<file path="src/rtl/pxu_pkg.sv">
package pxu_pkg;
  localparam int VA_W   = 16;
  localparam int OFS_W  = 12;
  localparam int PAGE_W = 8;
  localparam int PA_W   = OFS_W + PAGE_W;
  localparam int NSLOT  = 1 << (VA_W - OFS_W);
  localparam int SW     = VA_W - OFS_W;
  localparam int BASE_W = 16;
  localparam int RA_W   = 6;
  localparam logic [RA_W-1:0] RA_TRIG = 6'h20;
  localparam logic [RA_W-1:0] RA_STAT = 6'h21;
endpackage

</file>
<file path="src/rtl/pxu_map_table.sv">
module pxu_map_table
  import pxu_pkg::*;
#(
  parameter logic [PAGE_W-1:0] ROM_PAGE = 8'hFF
) (
  input  logic              clk_i,
  input  logic              rst_ni,
  input  logic [SW-1:0]     slot_i,
  input  logic [SW-1:0]     rd_idx_i,
  input  logic              cpu_we_i,
  input  logic [SW-1:0]     cpu_idx_i,
  input  logic [PAGE_W-1:0] cpu_data_i,
  input  logic              ld_we_i,
  input  logic [SW-1:0]     ld_idx_i,
  input  logic [PAGE_W-1:0] ld_data_i,
  output logic [PAGE_W-1:0] page_o,
  output logic [PAGE_W-1:0] rd_page_o
);
  localparam logic [SW-1:0] LAST = SW'(NSLOT - 1);

  logic [PAGE_W-1:0] ent_q [NSLOT-1];

  // entries 0..NSLOT-2 only; the top slot is never stored
  always_ff @(posedge clk_i or negedge rst_ni) begin
    if (!rst_ni) begin
      for (int g = 0; g < NSLOT - 1; g++) ent_q[g] <= PAGE_W'(g);
    end else begin
      for (int g = 0; g < NSLOT - 1; g++) begin
        if (ld_we_i && ld_idx_i == SW'(g))        ent_q[g] <= ld_data_i;
        else if (cpu_we_i && cpu_idx_i == SW'(g)) ent_q[g] <= cpu_data_i;
      end
    end
  end

  always_comb begin
    page_o    = ROM_PAGE;
    rd_page_o = ROM_PAGE;
    for (int g = 0; g < NSLOT - 1; g++) begin
      if (slot_i == SW'(g))   page_o    = ent_q[g];
      if (rd_idx_i == SW'(g)) rd_page_o = ent_q[g];
    end
    if (slot_i == LAST)   page_o    = ROM_PAGE;
    if (rd_idx_i == LAST) rd_page_o = ROM_PAGE;
  end
endmodule

</file>
<file path="src/rtl/pxu_ctx_loader.sv">
module pxu_ctx_loader
  import pxu_pkg::*;
#(
  parameter int NPROC = 4,
  localparam int PW = (NPROC > 1) ? $clog2(NPROC) : 1,
  localparam int AW = BASE_W + SW
) (
  input  logic              clk_i,
  input  logic              rst_ni,
  input  logic              base_we_i,
  input  logic [PW-1:0]     base_proc_i,
  input  logic              base_hi_i,
  input  logic [7:0]        base_data_i,
  input  logic [PW-1:0]     rd_proc_i,
  input  logic              rd_hi_i,
  output logic [7:0]        rd_byte_o,
  input  logic              trig_i,
  input  logic [PW-1:0]     trig_proc_i,
  input  logic [PAGE_W-1:0] ldr_rdata_i,
  output logic              busy_o,
  output logic              ld_we_o,
  output logic [SW-1:0]     ld_idx_o,
  output logic [PAGE_W-1:0] ld_data_o,
  output logic [AW-1:0]     ldr_addr_o
);
  localparam logic [SW-1:0] LAST_IDX = SW'(NSLOT - 2);

  logic [BASE_W-1:0] base_q [NPROC];
  logic              busy_q;
  logic [SW-1:0]     idx_q;
  logic [PW-1:0]     proc_q;

  for (genvar p = 0; p < NPROC; p++) begin : g_base
    always_ff @(posedge clk_i or negedge rst_ni) begin
      if (!rst_ni) base_q[p] <= '0;
      else if (base_we_i && base_proc_i == PW'(p)) begin
        if (base_hi_i) base_q[p][15:8] <= base_data_i;
        else           base_q[p][7:0]  <= base_data_i;
      end
    end
  end

  always_ff @(posedge clk_i or negedge rst_ni) begin
    if (!rst_ni) begin
      busy_q <= 1'b0;
      idx_q  <= '0;
      proc_q <= '0;
    end else if (busy_q) begin
      if (idx_q == LAST_IDX) busy_q <= 1'b0;
      else                   idx_q  <= idx_q + 1'b1;
    end else if (trig_i) begin
      busy_q <= 1'b1;
      idx_q  <= '0;
      proc_q <= trig_proc_i;
    end
  end

  assign rd_byte_o  = rd_hi_i ? base_q[rd_proc_i][15:8] : base_q[rd_proc_i][7:0];
  assign busy_o     = busy_q;
  assign ld_we_o    = busy_q;
  assign ld_idx_o   = idx_q;
  assign ld_data_o  = ldr_rdata_i;
  assign ldr_addr_o = {base_q[proc_q], idx_q};
endmodule

</file>
<file path="src/rtl/page_xlate_unit.sv">
module page_xlate_unit
  import pxu_pkg::*;
#(
  parameter int NPROC = 4,
  parameter logic [7:0] ROM_PAGE = 8'hFF
) (
  input  logic        clk_i,
  input  logic        rst_ni,
  input  logic [15:0] cpu_addr_i,
  output logic [19:0] phys_addr_o,
  input  logic        reg_sel_i,
  input  logic        reg_we_i,
  input  logic [5:0]  reg_addr_i,
  input  logic [7:0]  reg_wdata_i,
  output logic [7:0]  reg_rdata_o,
  output logic        cpu_hold_o,
  output logic        ldr_rd_o,
  output logic [19:0] ldr_addr_o,
  input  logic [7:0]  ldr_rdata_i
);
  localparam int PW = (NPROC > 1) ? $clog2(NPROC) : 1;

  logic              busy;
  logic              wr_ok, tab_hit, base_hit, tab_we, base_we, trig;
  logic [PW-1:0]     base_proc, trig_proc;
  logic [PAGE_W-1:0] page, rd_page, base_byte;
  logic              ld_we;
  logic [SW-1:0]     ld_idx;
  logic [PAGE_W-1:0] ld_data;

  assign wr_ok     = reg_sel_i && reg_we_i && !busy;
  assign tab_hit   = reg_addr_i[5:4] == 2'b00;
  assign base_hit  = reg_addr_i[5:4] == 2'b01 && int'(reg_addr_i[3:1]) < NPROC;
  assign tab_we    = wr_ok && tab_hit;
  assign base_we   = wr_ok && base_hit;
  assign trig      = wr_ok && reg_addr_i == RA_TRIG && int'(reg_wdata_i) < NPROC;
  assign base_proc = PW'(reg_addr_i[3:1]);
  assign trig_proc = PW'(reg_wdata_i);

  pxu_map_table #(.ROM_PAGE(ROM_PAGE)) u_table (
    .clk_i      (clk_i),
    .rst_ni     (rst_ni),
    .slot_i     (cpu_addr_i[VA_W-1:OFS_W]),
    .rd_idx_i   (reg_addr_i[SW-1:0]),
    .cpu_we_i   (tab_we),
    .cpu_idx_i  (reg_addr_i[SW-1:0]),
    .cpu_data_i (reg_wdata_i),
    .ld_we_i    (ld_we),
    .ld_idx_i   (ld_idx),
    .ld_data_i  (ld_data),
    .page_o     (page),
    .rd_page_o  (rd_page)
  );

  pxu_ctx_loader #(.NPROC(NPROC)) u_loader (
    .clk_i       (clk_i),
    .rst_ni      (rst_ni),
    .base_we_i   (base_we),
    .base_proc_i (base_proc),
    .base_hi_i   (reg_addr_i[0]),
    .base_data_i (reg_wdata_i),
    .rd_proc_i   (base_proc),
    .rd_hi_i     (reg_addr_i[0]),
    .rd_byte_o   (base_byte),
    .trig_i      (trig),
    .trig_proc_i (trig_proc),
    .ldr_rdata_i (ldr_rdata_i),
    .busy_o      (busy),
    .ld_we_o     (ld_we),
    .ld_idx_o    (ld_idx),
    .ld_data_o   (ld_data),
    .ldr_addr_o  (ldr_addr_o)
  );

  always_comb begin
    reg_rdata_o = '0;
    if (reg_sel_i) begin
      if (tab_hit)                     reg_rdata_o = rd_page;
      else if (base_hit)               reg_rdata_o = base_byte;
      else if (reg_addr_i == RA_STAT)  reg_rdata_o = {7'b0, busy};
    end
  end

  assign phys_addr_o = {page, cpu_addr_i[OFS_W-1:0]};
  assign cpu_hold_o  = busy;
  assign ldr_rd_o    = busy;
endmodule

</file>
<file path="config.mk">
export PLATFORM = sky130hd
export DESIGN_NAME = page_xlate_unit
export DESIGN_NICKNAME = d
export VERILOG_FILES = /design/src/rtl/pxu_pkg.sv /design/src/rtl/pxu_map_table.sv /design/src/rtl/pxu_ctx_loader.sv /design/src/rtl/page_xlate_unit.sv
export SDC_FILE = /design/constraint.sdc
export NUM_CORES = 1
export LEC_CHECK = 0
export BUFFER_PORTS_ARGS = -buffer_cell sky130_fd_sc_hd__clkbuf_2
export CORE_AREA = 2 2 147 149
export DETAILED_ROUTE_END_ITERATION = 8
export DIE_AREA = 0 0 149 151
export HOLD_SLACK_MARGIN = 0.12
export PLACE_DENSITY = 0.76
export SLEW_MARGIN = 25
export SYNTH_ARGS = -nofsm -noshare
export SYNTH_HDL_FRONTEND = slang
export SYNTH_SLANG_ARGS = --single-unit
</file>
<file path="constraint.sdc">
create_clock -name clk_i -period 2.12 [get_ports clk_i]
set_input_delay 0.212 -clock clk_i [delete_from_list [all_inputs] [get_ports clk_i]]
set_output_delay 0.212 -clock clk_i [all_outputs]
set_load 0.05 [all_outputs]
</file>
Word level (Yosys, flattened, before mapping)
Index checks and enable logic that the tools add are counted.

storage, ports and cells
  memories = 0
  register bits = 191
  logic and storage cells = 238
  output and inout port bits = 50
  latch bits = 0
  input bits = 42
  ROM bits = 0
  memory bits (writable) = 0

cells by class
  shift-type cells = 0
  mux-type cells = 79
  eq/ne operators = 51
  add/sub/neg operators = 1
  reduce and logical (&&, ||, !) cells = 73
  divide/modulo/power cells = 0
  bitwise operators = 4
  magnitude comparators = 4
  multipliers = 0

operators by type and width
  kind                                                                   count
  8-bit 2-to-1 mux                                                       66
  4-bit equality test, second input constant                             23
  16-bit binary-select mux with 2-bit select                             2
  16-bit 2-to-1 mux                                                      4
  4-bit by 3-bit equality test with 1-bit output, second input constant  12
  1-bit logical AND                                                      41
  2-bit nonzero test                                                     16
  4-bit by 2-bit equality test with 1-bit output, second input constant  6
  2-bit AND reduction                                                    10
  4-bit by 1-bit equality test with 1-bit output, second input constant  3
  6-bit equality test, second input constant                             2
  4-bit zero test                                                        3
  4-bit 2-to-1 mux                                                       3
  8-bit by 3-bit < comparator with 1-bit output, second input constant   1
  3-bit greater-or-equal comparator, second input constant               2
  2-bit inverter with 3-bit output                                       2
  4-bit by 1-bit adder with 4-bit output, second input constant          1
  2-bit by 1-bit equality test with 1-bit output, second input constant  2
  2-bit equality test, second input constant                             2
  2-bit zero test                                                        2
  1-bit 2-to-1 mux                                                       4
  3-bit < comparator, second input constant                              1
  2-bit inequality test, second input constant                           1
  1-bit inverter                                                         2
  1-bit zero test                                                        1

Logic depth before layout (Yosys ltp)
Gate-level depths: netlist of the first run.

  depth after elaboration = 19
  gate-level depth with buffers = 9
  depth with buffers taken out = 7

Cells and area by module
Synthesis of the first run repeated with hierarchy kept, for this count alone.

unflattened totals
  cell total of the unflattened synthesis = 1268
  area, all modules = 12683.4 µm²

modules (own cells, without submodules)
  module           cells an instance  sequential area each (µm²)  instances  area an instance (µm²)
  pxu_map_table    978                3037.9                      1          8548.2
  pxu_ctx_loader   237                1776.7                      1          3816.2
  page_xlate_unit  53                 0.0                         1          319.1

Worst setup path before layout of the first run
No wires, ideal clock.

  kind = input to output
  start point = input cpu_addr_i[12]
  end point = output phys_addr_o[13]
  stages = 6
  path slack = -1.647 ns
  data required time = 1.908 ns
  arrival = 3.555 ns
  buffers on the path = 3
  path through = buf_2 > buf_2 > buf_2 > o32ai_1 > and3_1 > a2111oi_0

on the way
  longest elaborated chain between the ends = 17
  elaborated cells on any way between the ends = 32
  classes of those cells = eq/ne (15); mux (16); reduce/logical (1)

ends and longest elaborated chain
  element                         line                   RTL
  start, declared                 page_xlate_unit.sv:9   input logic [15:0] cpu_addr_i,
  4-bit zero test                 pxu_map_table.sv:39    if (slot_i == SW'(g)) page_o = ent_q[g];
  8-bit 2-to-1 mux (15 in a row)  pxu_map_table.sv:39
  8-bit 2-to-1 mux *              pxu_map_table.sv:42    if (slot_i == LAST) page_o = ROM_PAGE;
  end, declared                   page_xlate_unit.sv:10  output logic [19:0] phys_addr_o,

Every way passes the cells marked *; elsewhere a longest branch is shown, timed or not.

Final worst setup path of the first run
  start point = register u_table.ent_q[77] (netlist name)
  end point = output reg_rdata_o[5]

on the way
  longest elaborated chain between the ends = 13

ends and longest elaborated chain
  element                          line                   RTL
  start, declared                  pxu_map_table.sv:21    logic [PAGE_W-1:0] ent_q [NSLOT-1];
  start signal, assigned by index  pxu_map_table.sv:29    if (ld_we_i && ld_idx_i == SW'(g)) ent_q[g] <= ld_data_i;
  start signal, assigned by index  pxu_map_table.sv:30    else if (cpu_we_i && cpu_idx_i == SW'(g)) ent_q[g] <= cpu_data_i;
  8-bit 2-to-1 mux (10 in a row)   pxu_map_table.sv:40    if (rd_idx_i == SW'(g)) rd_page_o = ent_q[g];
  8-bit 2-to-1 mux                 pxu_map_table.sv:43    if (rd_idx_i == LAST) rd_page_o = ROM_PAGE;
  8-bit 2-to-1 mux                 page_xlate_unit.sv:78  if (tab_hit) reg_rdata_o = rd_page;
  8-bit 2-to-1 mux                 page_xlate_unit.sv:77  if (reg_sel_i) begin
  end, declared                    page_xlate_unit.sv:15  output logic [7:0] reg_rdata_o,

No other way between the ends.

==> results.json, run 1 <==
{
  "status": "complete, but fails checks",
  "violations": "setup timing",
  "critPathKind": "register to output port",
  "drcViolationCount": 0,
  "synthCells": 1241,
  "antenna_cells": 0,
  "synth_top_area_cell": "dfrtp_1",
  "dr.pass1.iters": 7,
  "final_core_util": 0.740,
  "startpoint": "u_table.ent_q[77]",
  "hold_ws_ps": 272,
  "port_buffers": 67,
  "synthArstFlopShare": 1.00,
  "drv_slew": 0,
  "ys.flop_type": "dfrtp_1",
  "num_rows": 53,
  "clk_latency_ps": 460,
  "setup_viol": 16,
  "totalPowerFinal_mw": 10.4,
  "fillCellCount": 1480,
  "synth-adder-area-share": 0.00406,
  "layout_common_cells": "buf_4, dfrtp_1, mux2i_1",
  "endpoint_kind": "output port",
  "rsz0062_at_grt": "true",
  "pre_cts_ws_ps": -193,
  "power_frac_seq": 0.443,
  "min_period_over_period": 1.15,
  "synth_top_area_share": 0.331,
  "finalCriticalPeriod_ps": 2430,
  "num_io_pins": 92,
  "place.gp.congestion": 1.00,
  "cts.sinks": 191,
  "synthMuxAreaShare": 0.259,
  "irDropWorstVdd_mv": 0.544,
  "drive_gt1_frac": 0.342,
  "crit_required_ps": 1910,
  "worstSetupEndpoint": "reg_rdata_o[5]",
  "synth-seq-area-share": 0.391,
  "synth_cell_types": 71,
  "switching_share": 0.351,
  "viasPerCell": 6.89,
  "yosysWarnings": 0,
  "cts_max_level": 4,
  "slew_headroom": 0.481,
  "seqCellArea_mm2": 0.00482,
  "grt_max_degree": 64,
  "startpoint_type": "register",
  "core_mm2": 0.0208,
  "place_inst": 1646,
  "die_y_um": 151,
  "drtIter0Drc": 1392,
  "nets": 1444,
  "holdCritPathClass": "input port to register",
  "dr_total_vias": 11621,
  "synth_area_per_cell_um2": 9.93,
  "hold_viol_final": 0,
  "synth-compound-area-share": 0.169,
  "drt_wl_total_um": 48100,
  "p_per_area_mw_per_mm2": 673,
  "worst_slack_ps": -311,
  "fp.dieArea_mm2": 0.0225,
  "stdcell_count": 1686,
  "syn_nets": 1287,
  "avgRoutedWirePerCell_um": 28.5,
  "grt_pass1_vias": 11709,
  "synth_area_mm2": 0.0123,
  "initial_core_util": 0.592,
  "drv_cap": 0,
  "synth_edf_count": 0,
  "multi_input_area_mm2": 0.00725,
  "synth_top_family_by_area": "multiplexers",
  "crit-reg2reg-capture": "u_table.ent_q[101]",
  "clock_path_buffers": 2,
  "reg2regPathDepth": 6,
  "antenna_found_initial": 1,
  "area_delta_synth_final_pct": 25.1,
  "synth.area.top_cells": "dfrtp_1, mux2i_1, mux4_2",
  "postPlaceCellArea_mm2": 0.0144,
  "post-dp-hpwl_um": 34100,
  "yosys.area_share.simple": 0.121,
  "power_frac_comb": 0.228,
  "cts_made_buffers": 17,
  "r2r_setup_slack_ps": 40,
  "power.switching_mw": 3.64,
  "antenna_left": 0,
  "fin_worst_skew_ps": 11.4,
  "setup-tns-final_ps": -2930,
  "path_clk_slew_ps": 90,
  "cts_root_buf": "clkbuf_16",
  "grt_pass1_wl_um": 72100,
  "power.leakage_nw": 7.04,
  "die_x_um": 149,
  "p_clk_frac": 0.329,
  "synth_xor_xnor_area_share": 0,
  "design_area_mm2": 0.0154,
  "yosys_register_bits": 191,
  "worst_pin_slew_ps": 778,
  "tritoncts": "yes",
  "r2r_start": "u_loader.busy_o",
  "arrival_ps": 2220,
  "max_freq_ghz": 0.411,
  "cp_max_fo": 3,
  "power.internal_mw": 6.73,
  "grt_usage": 0.439,
  "final_common_cell": "buf_4",
  "gr-total-overflow": 0
}
==> final cells by class <==
cell class / instances / share of cell area
multi-input cells: 910 / 0.470
clock inverters: 15 / 0.0127
flip-flops and latches: 191 / 0.313
repair buffers: 266 / 0.151
clock buffers: 17 / 0.0276
well taps: 275 / 0.0223
inverters: 12 / 0.00292
==> worst max-delay path, cell delays in order (launching register included) <==
cell and delay, ps:
dfrtp_1 450, o22ai_1 150, a221oi_1 420, a31oi_1 160
a311oi_2 280, buf_4 180, buf_12 120
==> metal layers <==
layer	global-route usage	vias to the layer above	routed length (um)
li1	-	4893	-
met1	0.568	5651	18300
met2	0.668	862	21200
met3	0.118	213	5470
met4	0.259	2	3180
met5	0	-	12
==> how the worst min path moves through the flow <==
stage                   startpoint                 end  slack, ps  cells past startpoint
detailed placement          rst_ni   u_table.ent_q[69]        250                      1
global route        reg_wdata_i[2]  u_loader.proc_q[1]        310                      4
finish              reg_wdata_i[2]  u_loader.proc_q[1]        270                      4
global placement            rst_ni   u_table.ent_q[87]        250                      1
floorplan                   rst_ni  u_loader.base_q[0]        -80                      0
CTS                 reg_wdata_i[2]  u_loader.proc_q[1]        270                      4
==> power by group through the flow <==
stage / Sequential, mW / Clock (mW) / Combinational (mW)
after detailed placement: 4.59 / 0 / 2.17
after floorplan: 4.34 / 0 / 1.36
final: 4.59 / 3.41 / 2.37
after global placement: 4.58 / 0 / 2.12
after CTS: 4.53 / 3.41 / 2.28
after global routing: 4.58 / 3.54 / 2.51
==> kinds of logic (layout without fill, tap and decap cells) <==
kind of cell             count (synthesis)  count (layout)
flip-flops                             191             191
multiplexers                           258             258
AND/OR/NAND/NOR                        314             314
AO/OA/AOI/OAI                          334             334
adder cells (fa/ha/maj)                  4               4
buffers and inverters                  140             310
==> cells in the mapped netlist, drive strengths merged, types with 2 or more instances <==
library cell  number
a41oi              3
a211oi            18
o32ai             10
a221oi             8
nand3b             3
and2               5
a21oi            127
nand4              6
o21ai             74
nor3              17
buf               83
mux2              83
nand2b            15
o311ai             3
o22ai             33
o21a               3
dfrtp            163
nand2             63
dfstp             28
a22oi              6
and3               3
nor3b              3
o211ai            10
a211o              3
ha                 4
o221ai             5
o21bai             3
nand3             27
or2                6
mux4              40
nor2b             19
nor4               4
a31oi              8
mux2i            135
o31ai              4
or3                4
inv               12
a21boi             2
clkbuf            45
nor2             136
a2111oi            4
==> what timing repair did <==
action / CTS / global route
setup buffers: 6 / 3
hold endpoints to repair: 47 / 0
gates resized for setup: 50 / 29
pin swaps: 33 / 13
endpoints found under the setup margin: 32 / 53
hold buffers: 1 / 0
==> sequential cells by signal, summed over array words and instances (netlist names) <==
| name | flops |
|---|---|
| u_loader.base_q | 64 |
| u_loader.busy_o | 1 |
| u_loader.ld_idx_o | 4 |
| u_loader.proc_q | 2 |
| u_table.ent_q | 120 |
(Power assumes the default switching activity.)
==> run 2, diff against run 1 <==
--- a/config.mk
+++ b/config.mk
@@ -6,11 +6,12 @@
 export NUM_CORES = 1
 export LEC_CHECK = 0
 export BUFFER_PORTS_ARGS = -buffer_cell sky130_fd_sc_hd__clkbuf_2
-export CORE_AREA = 2 2 147 149
+export CORE_AREA = 2 2 188 190
 export DETAILED_ROUTE_END_ITERATION = 8
-export DIE_AREA = 0 0 149 151
+export DIE_AREA = 0 0 190 192
 export HOLD_SLACK_MARGIN = 0.12
-export PLACE_DENSITY = 0.76
+export PLACE_DENSITY = 0.5
+export SETUP_SLACK_MARGIN = 0.4
 export SLEW_MARGIN = 25
 export SYNTH_ARGS = -nofsm -noshare
 export SYNTH_HDL_FRONTEND = slang
==> results.json, run 2 (synthesized netlist as in run 1, its figures left out) <==
{
  "crit_required_ps": 1910,
  "status": "complete, but fails checks",
  "arrival_ps": 2210,
  "cts_max_level": 4,
  "layout_common_cells": "buf_4, dfrtp_1, mux2i_1",
  "drt_wl_total_um": 55700,
  "hold_viol_final": 0,
  "drv_cap": 0,
  "power_frac_comb": 0.262,
  "power.internal_mw": 7.87,
  "fp.dieArea_mm2": 0.0365,
  "drtIter0Drc": 982,
  "p_per_area_mw_per_mm2": 608,
  "tritoncts": "yes",
  "violations": "setup timing",
  "die_y_um": 192,
  "drt-met1-wl_um": 24900,
  "fillCellCount": 2875,
  "die_x_um": 190,
  "crit_chain": "mux2i_1 > buf_4 > nand3_1 > o311ai_1 > a211o_1 > a31oi_4 > buf_12",
  "p_clk_frac": 0.335,
  "num_io_pins": 92,
  "wl_met3_um": 3670,
  "design_area_mm2": 0.0191,
  "area_delta_synth_final_pct": 55.0,
  "fin_worst_skew_ps": 11.0,
  "totalPowerFinal_mw": 11.6,
  "power_frac_seq": 0.403,
  "crit_slowest_cell": "dfrtp_1",
  "path_clk_slew_ps": 70,
  "critPathKind": "register to output port",
  "cts_made_buffers": 17,
  "max_stage_delay_ps": 450,
  "core_mm2": 0.0343,
  "dr.pass1.iters": 5,
  "rsz0062_at_grt": "true",
  "port_buffers": 67,
  "antenna_found_initial": 0,
  "power.switching_mw": 3.74,
  "post-dp-hpwl_um": 37700,
  "place.gp.congestion": 0.961,
  "setup_viol": 16,
  "gr-total-overflow": 0,
  "final_common_cell": "buf_4",
  "clk_latency_ps": 460,
  "worst_pin_slew_ps": 863,
  "initial_core_util": 0.359,
  "r2r_start": "u_loader.busy_o",
  "avgRoutedWirePerCell_um": 28.4,
  "largest_reg_flops": 120,
  "switching_share": 0.322,
  "holdCritPathClass": "input port to asynchronous set/reset pin",
  "startpoint": "u_table.ent_q[78]",
  "cts.sinks": 191,
  "power.leakage_nw": 8.17,
  "slew_headroom": 0.425,
  "dr_total_vias": 11800,
  "endpoint_kind": "output port",
  "regMostFlops": "u_table.ent_q",
  "antenna_cells": 0,
  "antenna_left": 0,
  "highest_layer": "met4",
  "grt_max_degree": 71,
  "grt_pass1_wl_um": 78000,
  "drv_slew": 0,
  "grt_usage": 0.297,
  "drive_gt1_frac": 0.606,
  "clock_path_buffers": 2,
  "viasPerCell": 6.02,
  "wl_met2_um": 25000,
  "max_freq_ghz": 0.413,
  "drcViolationCount": 0,
  "finalCriticalPeriod_ps": 2420,
  "worst_slack_ps": -303,
  "irDropWorstVdd_mv": 0.610,
  "nets": 1537,
  "startpoint_type": "register",
  "min_period_over_period": 1.14,
  "num_rows": 68,
  "grt_pass1_vias": 11367,
  "postPlaceCellArea_mm2": 0.0153,
  "cp_max_fo": 4,
  "cts_root_buf": "clkbuf_16"
}
-- run 2: cell types whose count changed in the layout (fill, tap and decap cells not counted), moves of 28 or more --
cell,before,now
a21oi_1,119,33
a21oi_2,6,88
buf_4,176,204
buf_6,1,32
mux2_1,69,2
mux2_4,2,69
nand2_1,60,31
nor2_1,126,36
nor2_4,6,90
-- run 2: cell type report --
cell class	instances	area, um2	share of cell area
Tap cell	455	569	0.0298
Clock buffer	21	470	0.0246
Clock inverter	11	223	0.0117
Sequential cell	191	4840	0.254
Inverter	12	45.0	0.00236
Multi-Input combinational cell	910	9110	0.477
Timing Repair Buffer	359	3830	0.201
-- run 2: path summary, 6_finish.rpt --
| kind | depth (start not counted) | slack (ps) | to |
|---|---|---|---|
| max reg2reg | 10 | 60 | u_table.ent_q[21] |
| min | 2 | 250 | u_loader.base_q[46] |
| max in group asynchronous | 3 | 1080 | u_table.ent_q[51] |
| max | 7 | -300 | reg_rdata_o[6] |
| min in group clk_i | 5 | 340 | u_loader.proc_q[0] |
| min reg2reg | 2 | 520 | u_table.ent_q[1] |
-- run 2: routing by layer --
layer | global-route usage | up-vias
li1 | - | 5077
met1 | 0.417 | 6112
met2 | 0.448 | 498
met3 | 0.0619 | 113
met4 | 0.117 | 0
met5 | 0 | -
-- run 2: critical path: cells and delay by family (launching register included) --
family                 cells  cell delay (ps)
AOI/OAI and AO/OA          3              750
DFF                        1              450
buffers and inverters      2              320
muxes                      1              150
and+or+nand+nor            1               70
-- run 2: stage by stage --
step | std cells | util | hold slack, ps | worst slack [ps] | setup TNS [ps]
finish | 1959 | 0.557 | 251 | -303 | -3540
global route | 1959 | 0.557 | 273 | -352 | -4430
CTS | 1909 | 0.502 | 273 | -296 | -3360
detailed placement | 1842 | 0.448 | 200 | -212 | -3540
global placement | 1842 | 0.448 | 198 | -215 | -2960
floorplan | 1241 | - | -83.6 | 184 | 0
-- run 2: what timing repair did --
| item | CTS | global route |
|---|---|---|
| gates cloned | 2 | 14 |
| setup endpoints to repair | 198 | 224 |
| hold buffers | 1 | 0 |
| endpoints found under the hold margin | 53 | 0 |
| gates resized for setup | 190 | 367 |
| setup buffers | 32 | 36 |
| pin swaps | 67 | 77 |
-- run 2: power by group through the flow --
| stage | clock network, mW | logic [mW] | registers [mW] |
|---|---|---|---|
| after global placement | 0 | 2.35 | 4.62 |
| final | 3.89 | 3.04 | 4.68 |
| after global routing | 4.08 | 3.22 | 4.68 |
| after CTS | 3.91 | 2.65 | 4.57 |
| after detailed placement | 0 | 2.37 | 4.61 |
| after floorplan | 0 | 1.53 | 4.35 |
==> run 3, diff against run 2 <==
--- a/config.mk
+++ b/config.mk
@@ -5,13 +5,12 @@
 export SDC_FILE = /design/constraint.sdc
 export NUM_CORES = 1
 export LEC_CHECK = 0
-export BUFFER_PORTS_ARGS = -buffer_cell sky130_fd_sc_hd__clkbuf_2
+export BUFFER_PORTS_ARGS = -buffer_cell sky130_fd_sc_hd__buf_4
 export CORE_AREA = 2 2 188 190
 export DETAILED_ROUTE_END_ITERATION = 8
 export DIE_AREA = 0 0 190 192
 export HOLD_SLACK_MARGIN = 0.12
 export PLACE_DENSITY = 0.5
-export SETUP_SLACK_MARGIN = 0.4
 export SLEW_MARGIN = 25
 export SYNTH_ARGS = -nofsm -noshare
 export SYNTH_HDL_FRONTEND = slang
==> results.json, run 3 (synthesized netlist as in run 1, its figures left out) <==
{
  "path_clk_slew_ps": 70,
  "regMostFlops": "u_table.ent_q",
  "dr.pass1.iters": 7,
  "drcViolationCount": 0,
  "clk_latency_ps": 460,
  "grt_pass1_vias": 10978,
  "antenna_cells": 0,
  "finalCriticalPeriod_ps": 2400,
  "port_buffers": 67,
  "core_mm2": 0.0343,
  "largest_reg_flops": 120,
  "final_core_util": 0.462,
  "stdcell_count": 1874,
  "totalPowerFinal_mw": 10.5,
  "min_period_over_period": 1.13,
  "design_area_mm2": 0.0158,
  "nets": 1452,
  "avgRoutedWirePerCell_um": 27.7,
  "num_rows": 68,
  "power.leakage_nw": 7.07,
  "antenna_found_initial": 0,
  "post-dp-hpwl_um": 37500,
  "crit-reg2reg-capture": "u_table.ent_q[32]",
  "slew_headroom": 0.509,
  "postPlaceCellArea_mm2": 0.0146,
  "drv_cap": 0,
  "fin_worst_skew_ps": 12.0,
  "startpoint": "u_table.ent_q[49]",
  "setup-tns-final_ps": -2860,
  "layout_common_cells": "buf_4, dfrtp_1, mux2i_1",
  "worst_pin_slew_ps": 737,
  "cts_made_buffers": 17,
  "final_common_cell": "buf_4",
  "p_per_area_mw_per_mm2": 659,
  "irDropWorstVdd_mv": 0.570,
  "cts.sinks": 191,
  "hold_viol_final": 0,
  "die_x_um": 190,
  "r2r_start": "u_loader.ld_idx_o[3]",
  "cts_max_level": 4,
  "max_freq_ghz": 0.416,
  "setup_viol": 15,
  "max_stage_delay_ps": 510,
  "cp_max_fo": 2,
  "place_inst": 1828,
  "initial_core_util": 0.359,
  "num_io_pins": 92,
  "drtIter0Drc": 1119,
  "holdCritPathClass": "input port to register",
  "rsz0062_at_grt": "true",
  "worstSetupEndpoint": "reg_rdata_o[1]",
  "fp.dieArea_mm2": 0.0365,
  "clock_path_buffers": 2,
  "status": "complete, but fails checks",
  "startpoint_type": "register",
  "gr-total-overflow": 0,
  "crit_slowest_cell": "mux4_2",
  "grt_pass1_wl_um": 76100,
  "antenna_left": 0,
  "violations": "setup timing",
  "die_y_um": 192,
  "drive_gt1_frac": 0.350,
  "tritoncts": "yes",
  "drv_slew": 0,
  "fillCellCount": 3242,
  "critPathKind": "register to output port",
  "r2r_setup_slack_ps": 130,
  "endpoint_kind": "output port",
  "grt_usage": 0.289,
  "grt_max_degree": 73,
  "arrival_ps": 2190,
  "crit_chain": "mux4_2 > nor2_2 > a21oi_2 > o211ai_1 > o22ai_2 > buf_6",
  "place.gp.congestion": 0.972,
  "worst_slack_ps": -281,
  "dr_total_vias": 11235,
  "viasPerCell": 6.00,
  "drt_wl_total_um": 51900,
  "reg2regPathDepth": 5,
  "crit_required_ps": 1910,
  "cts_root_buf": "clkbuf_16",
  "area_delta_synth_final_pct": 28.6
}
[run 3: cell count changes in the layout (fill, tap and decap cells not counted), moves of 31 or more]
| cell | change |
|---|---|
| mux2_1 | +67 |
| clkbuf_2 | -31 |
| mux2_4 | -65 |
| nor2_4 | -84 |
| nand2_1 | +32 |
| a21oi_2 | -81 |
| a21oi_1 | +85 |
| nor2_1 | +90 |
[run 3: worst max-delay path, delay by kind of cell, from the launching register on]
family	cells	cell delay, ps
muxes	1	510
DFF	1	420
buffers and inverters	1	180
AOI/OAI and AO/OA	3	490
and+or+nand+nor	1	120
[run 3: where the power goes]
| group | internal [mW] | switching [mW] | total [mW] |
|---|---|---|---|
| Combinational | 1.03 | 1.38 | 2.41 |
| Sequential | 4.08 | 0.514 | 4.59 |
| Clock | 1.91 | 1.54 | 3.45 |
[run 3: final cells by class]
class / count / area (um2) / share of cell area
inverters: 12 / 45.0 / 0.00284
repair buffers: 274 / 2420 / 0.153
clock inverters: 7 / 100 / 0.00632
well taps: 455 / 569 / 0.0359
clock buffers: 25 / 505 / 0.0319
multi-input cells: 910 / 7380 / 0.466
flip-flops and latches: 191 / 4830 / 0.305
[run 3: repair_timing]
item                                   in CTS  in global routing
hold buffers                                1                  0
endpoints found under the hold margin     107                  0
setup endpoints to repair                  16                 16
pin swaps                                  43                 27
resized for setup                          87                 27
setup buffers                              14                  3
[run 3: worst min path at each step]
stage	slack, ps	cells after the start	to	start
after floorplan	-80	0	u_loader.base_q[0]	rst_ni
after global placement	180	1	u_table.ent_q[83]	rst_ni
after detailed placement	180	1	u_loader.ld_idx_o[0]	rst_ni
after CTS	160	3	u_table.ent_q[97]	ldr_rdata_i[1]
after global routing	180	3	u_table.ent_q[104]	ldr_rdata_i[0]
final	180	3	u_table.ent_q[97]	ldr_rdata_i[1]
[run 3: metal layers]
layer	wire (um)	share of wire	vias to the layer above	GRT usage
met3	3650	0.070	113	0.0493
met4	1880	0.036	0	0.104
met5	0	0	-	0
met2	24200	0.47	531	0.467
li1	-	-	4894	-
met1	22200	0.43	5697	0.391
[run 3: through the flow]
step,setup WS [ps],hold slack (ps)
2_1_floorplan,-110,-83.6
3_3_place_gp,-203,182
3_5_place_dp,-192,180
4_1_cts,-274,158
5_1_grt,-339,183
6_report,-281,180
